<file path="src/rtl/iwc_pkg.sv">
package iwc_pkg;

    typedef enum logic [2:0] {
        S_RUN  = 3'd0,
        S_ACK1 = 3'd1,
        S_GAP  = 3'd2,
        S_ACK2 = 3'd3,
        S_IDLE = 3'd4
    } seq_state_e;

    typedef enum logic [1:0] {
        DEC_NONE = 2'd0,
        DEC_NMI  = 2'd1,
        DEC_MASK = 2'd2,
        DEC_WAIT = 2'd3
    } boundary_dec_e;

    // Priority at a boundary: latched NMI, then enabled maskable request,
    // then WAIT with TEST high.
    function automatic boundary_dec_e decide(input logic nmi_now,
                                             input logic mreq,
                                             input logic ie,
                                             input logic wait_insn,
                                             input logic test);
        if (nmi_now)
            return DEC_NMI;
        else if (mreq && ie)
            return DEC_MASK;
        else if (wait_insn && test)
            return DEC_WAIT;
        else
            return DEC_NONE;
    endfunction

endpackage

</file>
<file path="src/rtl/iwc_nmi_latch.sv">
module iwc_nmi_latch (
    input  logic clk,
    input  logic rst,
    input  logic nmi_i,
    input  logic clear_i,
    output logic nmi_now_o
);
    logic nmi_q;
    logic pend_q;
    logic edge_w;

    assign edge_w    = nmi_i & ~nmi_q;
    assign nmi_now_o = pend_q | edge_w;

    always_ff @(posedge clk) begin
        if (rst) begin
            nmi_q  <= 1'b0;
            pend_q <= 1'b0;
        end else begin
            nmi_q  <= nmi_i;
            pend_q <= (pend_q | edge_w) & ~clear_i;
        end
    end
endmodule

</file>
<file path="src/rtl/iwc_seq.sv">
module iwc_seq
    import iwc_pkg::*;
#(
    parameter int               VEC_W    = 8,
    parameter logic [VEC_W-1:0] NMI_TYPE = 2
) (
    input  logic             clk,
    input  logic             rst,
    input  logic             nmi_now_i,
    input  logic             mreq_i,
    input  logic             ie_flag_i,
    input  logic             test_i,
    input  logic             insn_done_i,
    input  logic             wait_insn_i,
    input  logic [VEC_W-1:0] ack_vec_i,
    output logic             nmi_clr_o,
    output logic             take_o,
    output logic [VEC_W-1:0] take_type_o,
    output logic             ack_o,
    output logic             stall_o
);
    seq_state_e    st_q, st_d;
    logic          take_q, take_d;
    logic [VEC_W-1:0] type_q, type_d;
    boundary_dec_e dec;

    always_comb begin
        dec       = decide(nmi_now_i, mreq_i, ie_flag_i, wait_insn_i, test_i);
        st_d      = st_q;
        take_d    = 1'b0;
        type_d    = type_q;
        nmi_clr_o = 1'b0;
        unique case (st_q)
            S_RUN: begin
                if (insn_done_i) begin
                    unique case (dec)
                        DEC_NMI: begin
                            take_d    = 1'b1;
                            type_d    = NMI_TYPE;
                            nmi_clr_o = 1'b1;
                        end
                        DEC_MASK: st_d = S_ACK1;
                        DEC_WAIT: st_d = S_IDLE;
                        default:  st_d = S_RUN;
                    endcase
                end
            end
            S_ACK1: st_d = S_GAP;
            S_GAP:  st_d = S_ACK2;
            S_ACK2: begin
                st_d   = S_RUN;
                take_d = 1'b1;
                type_d = ack_vec_i;
            end
            S_IDLE: begin
                if (nmi_now_i) begin
                    st_d      = S_RUN;
                    take_d    = 1'b1;
                    type_d    = NMI_TYPE;
                    nmi_clr_o = 1'b1;
                end else if (!test_i) begin
                    st_d = S_RUN;
                end
            end
            default: st_d = S_RUN;
        endcase
    end

    always_ff @(posedge clk) begin
        if (rst) begin
            st_q   <= S_RUN;
            take_q <= 1'b0;
            type_q <= '0;
        end else begin
            st_q   <= st_d;
            take_q <= take_d;
            type_q <= type_d;
        end
    end

    assign take_o      = take_q;
    assign take_type_o = type_q;
    assign ack_o       = (st_q == S_ACK1) || (st_q == S_ACK2);
    assign stall_o     = (st_q != S_RUN);
endmodule

</file>
<file path="src/rtl/iwc_init.sv">
module iwc_init #(
    parameter int               REG_W      = 16,
    parameter logic [REG_W-1:0] FLAGS_INIT = '0,
    parameter logic [REG_W-1:0] IP_INIT    = '0,
    parameter logic [REG_W-1:0] CS_INIT    = '1,
    parameter logic [REG_W-1:0] SEG_INIT   = '0
) (
    input  logic             clk,
    input  logic             rst,
    output logic             init_load_o,
    output logic [REG_W-1:0] flags_o,
    output logic [REG_W-1:0] ip_o,
    output logic [REG_W-1:0] cs_o,
    output logic [REG_W-1:0] seg_o
);
    logic init_q;

    always_ff @(posedge clk) begin
        init_q <= rst;
    end

    assign init_load_o = init_q | rst;
    assign flags_o     = FLAGS_INIT;
    assign ip_o        = IP_INIT;
    assign cs_o        = CS_INIT;
    assign seg_o       = SEG_INIT;
endmodule

</file>
<file path="src/rtl/intwait_ctl.sv">
module intwait_ctl #(
    parameter int               VEC_W    = 8,
    parameter int               REG_W    = 16,
    parameter logic [VEC_W-1:0] NMI_TYPE = 2
) (
    input  logic             clk,
    input  logic             rst,
    input  logic             mreq_i,
    input  logic             nmi_i,
    input  logic             ie_flag_i,
    input  logic             test_i,
    input  logic             insn_done_i,
    input  logic             wait_insn_i,
    input  logic [VEC_W-1:0] ack_vec_i,
    output logic             take_o,
    output logic [VEC_W-1:0] take_type_o,
    output logic             ack_o,
    output logic             stall_o,
    output logic             clr_ie_o,
    output logic             flush_o,
    output logic             init_load_o,
    output logic [REG_W-1:0] rst_flags_o,
    output logic [REG_W-1:0] rst_ip_o,
    output logic [REG_W-1:0] rst_cs_o,
    output logic [REG_W-1:0] rst_seg_o
);
    logic nmi_now;
    logic nmi_clr;

    iwc_nmi_latch u_nmi (
        .clk       (clk),
        .rst       (rst),
        .nmi_i     (nmi_i),
        .clear_i   (nmi_clr),
        .nmi_now_o (nmi_now)
    );

    iwc_seq #(.VEC_W(VEC_W), .NMI_TYPE(NMI_TYPE)) u_seq (
        .clk         (clk),
        .rst         (rst),
        .nmi_now_i   (nmi_now),
        .mreq_i      (mreq_i),
        .ie_flag_i   (ie_flag_i),
        .test_i      (test_i),
        .insn_done_i (insn_done_i),
        .wait_insn_i (wait_insn_i),
        .ack_vec_i   (ack_vec_i),
        .nmi_clr_o   (nmi_clr),
        .take_o      (take_o),
        .take_type_o (take_type_o),
        .ack_o       (ack_o),
        .stall_o     (stall_o)
    );

    iwc_init #(.REG_W(REG_W)) u_init (
        .clk         (clk),
        .rst         (rst),
        .init_load_o (init_load_o),
        .flags_o     (rst_flags_o),
        .ip_o        (rst_ip_o),
        .cs_o        (rst_cs_o),
        .seg_o       (rst_seg_o)
    );

    // Any take forces the enable flag low and empties the queue.
    assign clr_ie_o = take_o;
    assign flush_o  = take_o | init_load_o;
endmodule

</file>
<file path="config.mk">
export PLATFORM = sky130hd
export DESIGN_NAME = intwait_ctl
export DESIGN_NICKNAME = d
export VERILOG_FILES = /design/src/rtl/iwc_pkg.sv /design/src/rtl/iwc_nmi_latch.sv /design/src/rtl/iwc_seq.sv /design/src/rtl/iwc_init.sv /design/src/rtl/intwait_ctl.sv
export SDC_FILE = /design/constraint.sdc
export NUM_CORES = 1
export LEC_CHECK = 0
export BUFFER_PORTS_ARGS = -buffer_cell sky130_fd_sc_hd__buf_2
export CAP_MARGIN = 20
export CORE_ASPECT_RATIO = 0.9
export CORE_MARGIN = 1
export CORE_UTILIZATION = 43
export CTS_CLUSTER_DIAMETER = 30
export CTS_CLUSTER_SIZE = 20
export DETAILED_ROUTE_END_ITERATION = 12
export PLACE_DENSITY = 0.86
export SYNTH_ARGS = -nofsm -noshare
export SYNTH_HDL_FRONTEND = slang
export SYNTH_SLANG_ARGS = --single-unit
</file>
<file path="constraint.sdc">
create_clock -name clk -period 3.2 [get_ports clk]
set_input_delay 0.32 -clock clk [delete_from_list [all_inputs] [get_ports clk]]
set_output_delay 0.32 -clock clk [all_outputs]
set_load 0.01 [all_outputs]
</file>
==> impl_metrics.csv <==
group,metric,value,unit
status,status,"completed",
critical_path,r2r-start,"u_seq.st_q[2]$_SDFFE_PP0P_",
synth,ys_warn_count,0,
die,dieHeight,52.8,µm
flow_run,max_cap_violations,0,
timing,fin_ws,1.66,ns
clock_tree,root_buffer,"clkbuf_4",
drt,drt_iter0_drc,0,
timing,timing.final.hold_violations,0,
timing,max_freq,648,MHz
timing,period_needed,1.54,ns
critical_path,r2r_cells,3,
worst_hold_path,hold_path_end,"u_nmi.nmi_q$_SDFF_PP0_",
timing,drv_slew,0,
power,power_density,338,nW/µm²
die,rows,18,
global_routing,grt_max_degree,25,
drt,routed_wirelength,1650,µm
timing,rsz0062_at_grt,"no",
global_routing,grt_pass1_wl,2490,µm
power,power_leakage,0.634,nW
global_routing,grt-ovfl-total,0,
critical_path,crit_required,2.88,ns
drt,wl_per_cell,8.27,µm
worst_hold_path,hold_path.class,"input pin to flip-flop",
synth,ys_ff_latch,15,
worst_hold_path,hold_depth,2,
critical_path,startpoint_type,"flip-flop",
timing,holdWs,0.300,ns
clock_tree,post_cts_buffers,0,
critical_path,critical_path_class,"flip-flop to output port",
clock_tree,cts_made_buffers,3,
final_layout,finish.instance_area,1150,µm²
synth,synth_cells,135,
clock_tree,cts_tree,"built",
drt,vias_per_cell,3.75,
drt,vias,746,
timing,period_share,0.482,
drt,ant_nets,0,
timing,fin_tns_setup,0,ns
critical_path,r2r-end,"u_seq.take_type_o[1]$_SDFFE_PP0P_",
synth,yosysUniqueCellTypes,29,
critical_path,cp_max_fo,7,
final_layout,syn2layout_area_growth,-6.80,%
power,ir_drop,314,µV
worst_hold_path,worstHoldStart,"nmi_i",
clock_tree,cts_resized,0,
die,io_pins,94,
die,die_x,58.5,µm
drt,drtPass1Iterations,1,
placed_design,place_hpwl,1300,µm
clock_tree,cts-htree-levels,1,
final_layout,drive_gt1_frac,0.283,
timing,finalSetupViolCount,0,
critical_path,critPathArrivalTime,1.22,ns
clock_tree,clk_pin_slew,0.08,ns
synth,synth_area,1230,µm²
die,core,2730,µm²
global_routing,gr-usage-all-layers,0.104,
placed_design,placed_area,1120,µm²
placed_design,place_congestion,0.703,
die,start_util,0.453,
clock_tree,holdBufCountCts,0,
placed_design,pre_cts_slack,1.79,ns
critical_path,worst-r2r-setup-slack,2.00,ns
clock_tree,clock_latency,0.27,ns
clock_tree,clock-sinks,15,
die,die_area,3090,µm²
placed_design,portBuffers,29,
synth,ys_seq_area_frac,0.243,
global_routing,antenna_found_initial,0,
drt,drcViolationCount,0,
critical_path,critical_path.endpoint_type,"output port",
final_layout,antennaDiodeCount,0,
synth,syn_area_per_cell,9.14,µm²
global_routing,grt_pass1_vias,581,
clock_tree,cts.path.max_buffers,2,
final_layout,final_nets,176,
timing,clock_skew,0.000586,ns
## cell families (layout without fill, tap and decap cells)
group           Yosys count  count (layout)  synth area share
simple gates             24              24             0.140
other cells               2              64           0.00609
compound gates           14              14             0.143
buf+inv                  79              41             0.460
xor+xnor                  1               1           0.00710
flops                    15              15             0.243
## layout by cell type, fill, tap and decap left out, types with 2 or more instances in the layout
master    instances
clkbuf_4          3
conb_1           64
buf_2            29
or3_1             2
nand3b_1          8
nor2_1            3
dfxtp_1          15
o32ai_2           7
nor3_1            2
inv_1             8
## state kept, by name (all words and copies together), names as in the netlist
name	cells
u_seq.st_q	3
u_init.init_q	1
u_seq.take_type_o	8
u_nmi.pend_q	1
u_seq.take_o	1
u_nmi.nmi_q	1
## area by class of cell
cell class	count	area (µm²)
fillers	308	1580
multi-input cells	103	598
flip-flops and latches	15	300
repair buffers	29	145
well taps	40	50.0
inverters	8	30.0
clock buffers	4	26.3
## synthesized netlist by cell type
master / number / area share
nor2_4: 1 / 0.0091
nor2b_1: 1 / 0.0051
clkbuf_1: 1 / 0.0030
nor4_1: 1 / 0.0051
or3_1: 2 / 0.010
o32ai_2: 7 / 0.092
dfxtp_1: 15 / 0.24
nand3b_4: 1 / 0.016
and2b_2: 1 / 0.0071
nor4b_1: 1 / 0.0071
buf_2: 1 / 0.0041
o21a_1: 1 / 0.0061
a311oi_1: 1 / 0.0071
and2b_1: 1 / 0.0061
o32ai_1: 1 / 0.0071
buf_4: 66 / 0.40
a31oi_1: 1 / 0.0051
nand3b_1: 8 / 0.049
conb_1: 2 / 0.0061
o221a_2: 1 / 0.0091
buf_6: 3 / 0.027
nor2_1: 3 / 0.0091
o221ai_2: 1 / 0.012
inv_1: 8 / 0.024
a21oi_1: 1 / 0.0041
nor3_1: 2 / 0.0081
nand2_1: 1 / 0.0030
or2_2: 1 / 0.0051
xnor2_1: 1 / 0.0071
## metrics by stage
stage                     total power, W   util  std cells
after floorplan                 0.000331      -        197
after global placement          0.000289  0.412        195
after detailed placement        0.000290  0.412        195
after CTS                       0.000393  0.422        199
after global routing            0.000415  0.422        199
final                           0.000388  0.422        199
## worst max-delay path, cell delays in order (launching register included)
cell     delay, ns
dfxtp_1       0.42
or3_1         0.39
buf_2         0.14
## per-layer routing
metal	track usage	wire length, µm	up-vias
li1	-	-	363
met1	0.117	664	340
met2	0.193	822	43
met3	0.0370	159	0
met4	0.0119	0	0
met5	0	0	-
## power breakdown
| part | internal [W] | total (W) | switching, W |
|---|---|---|---|
| registers | 0.000193 | 0.000200 | 0.00000706 |
| clock network | 0.0000483 | 0.000102 | 0.0000540 |
| logic | 0.0000262 | 0.0000864 | 0.0000601 |
| total | 0.000267 | 0.000388 | 0.000121 |
## worst max-delay path by stage
stage	startpoint	to	slack, ns	depth (start not counted)
global placement	rst	flush_o	1.80	3
floorplan	u_seq.st_q[0]$_SDFFE_PP0P_	stall_o	2.05	2
global route	u_seq.st_q[0]$_SDFFE_PP0P_	stall_o	1.59	2
CTS	u_seq.st_q[0]$_SDFFE_PP0P_	stall_o	1.65	2
detailed placement	rst	flush_o	1.79	3
finish	u_seq.st_q[0]$_SDFFE_PP0P_	stall_o	1.66	2
(Power assumes the default switching activity.)
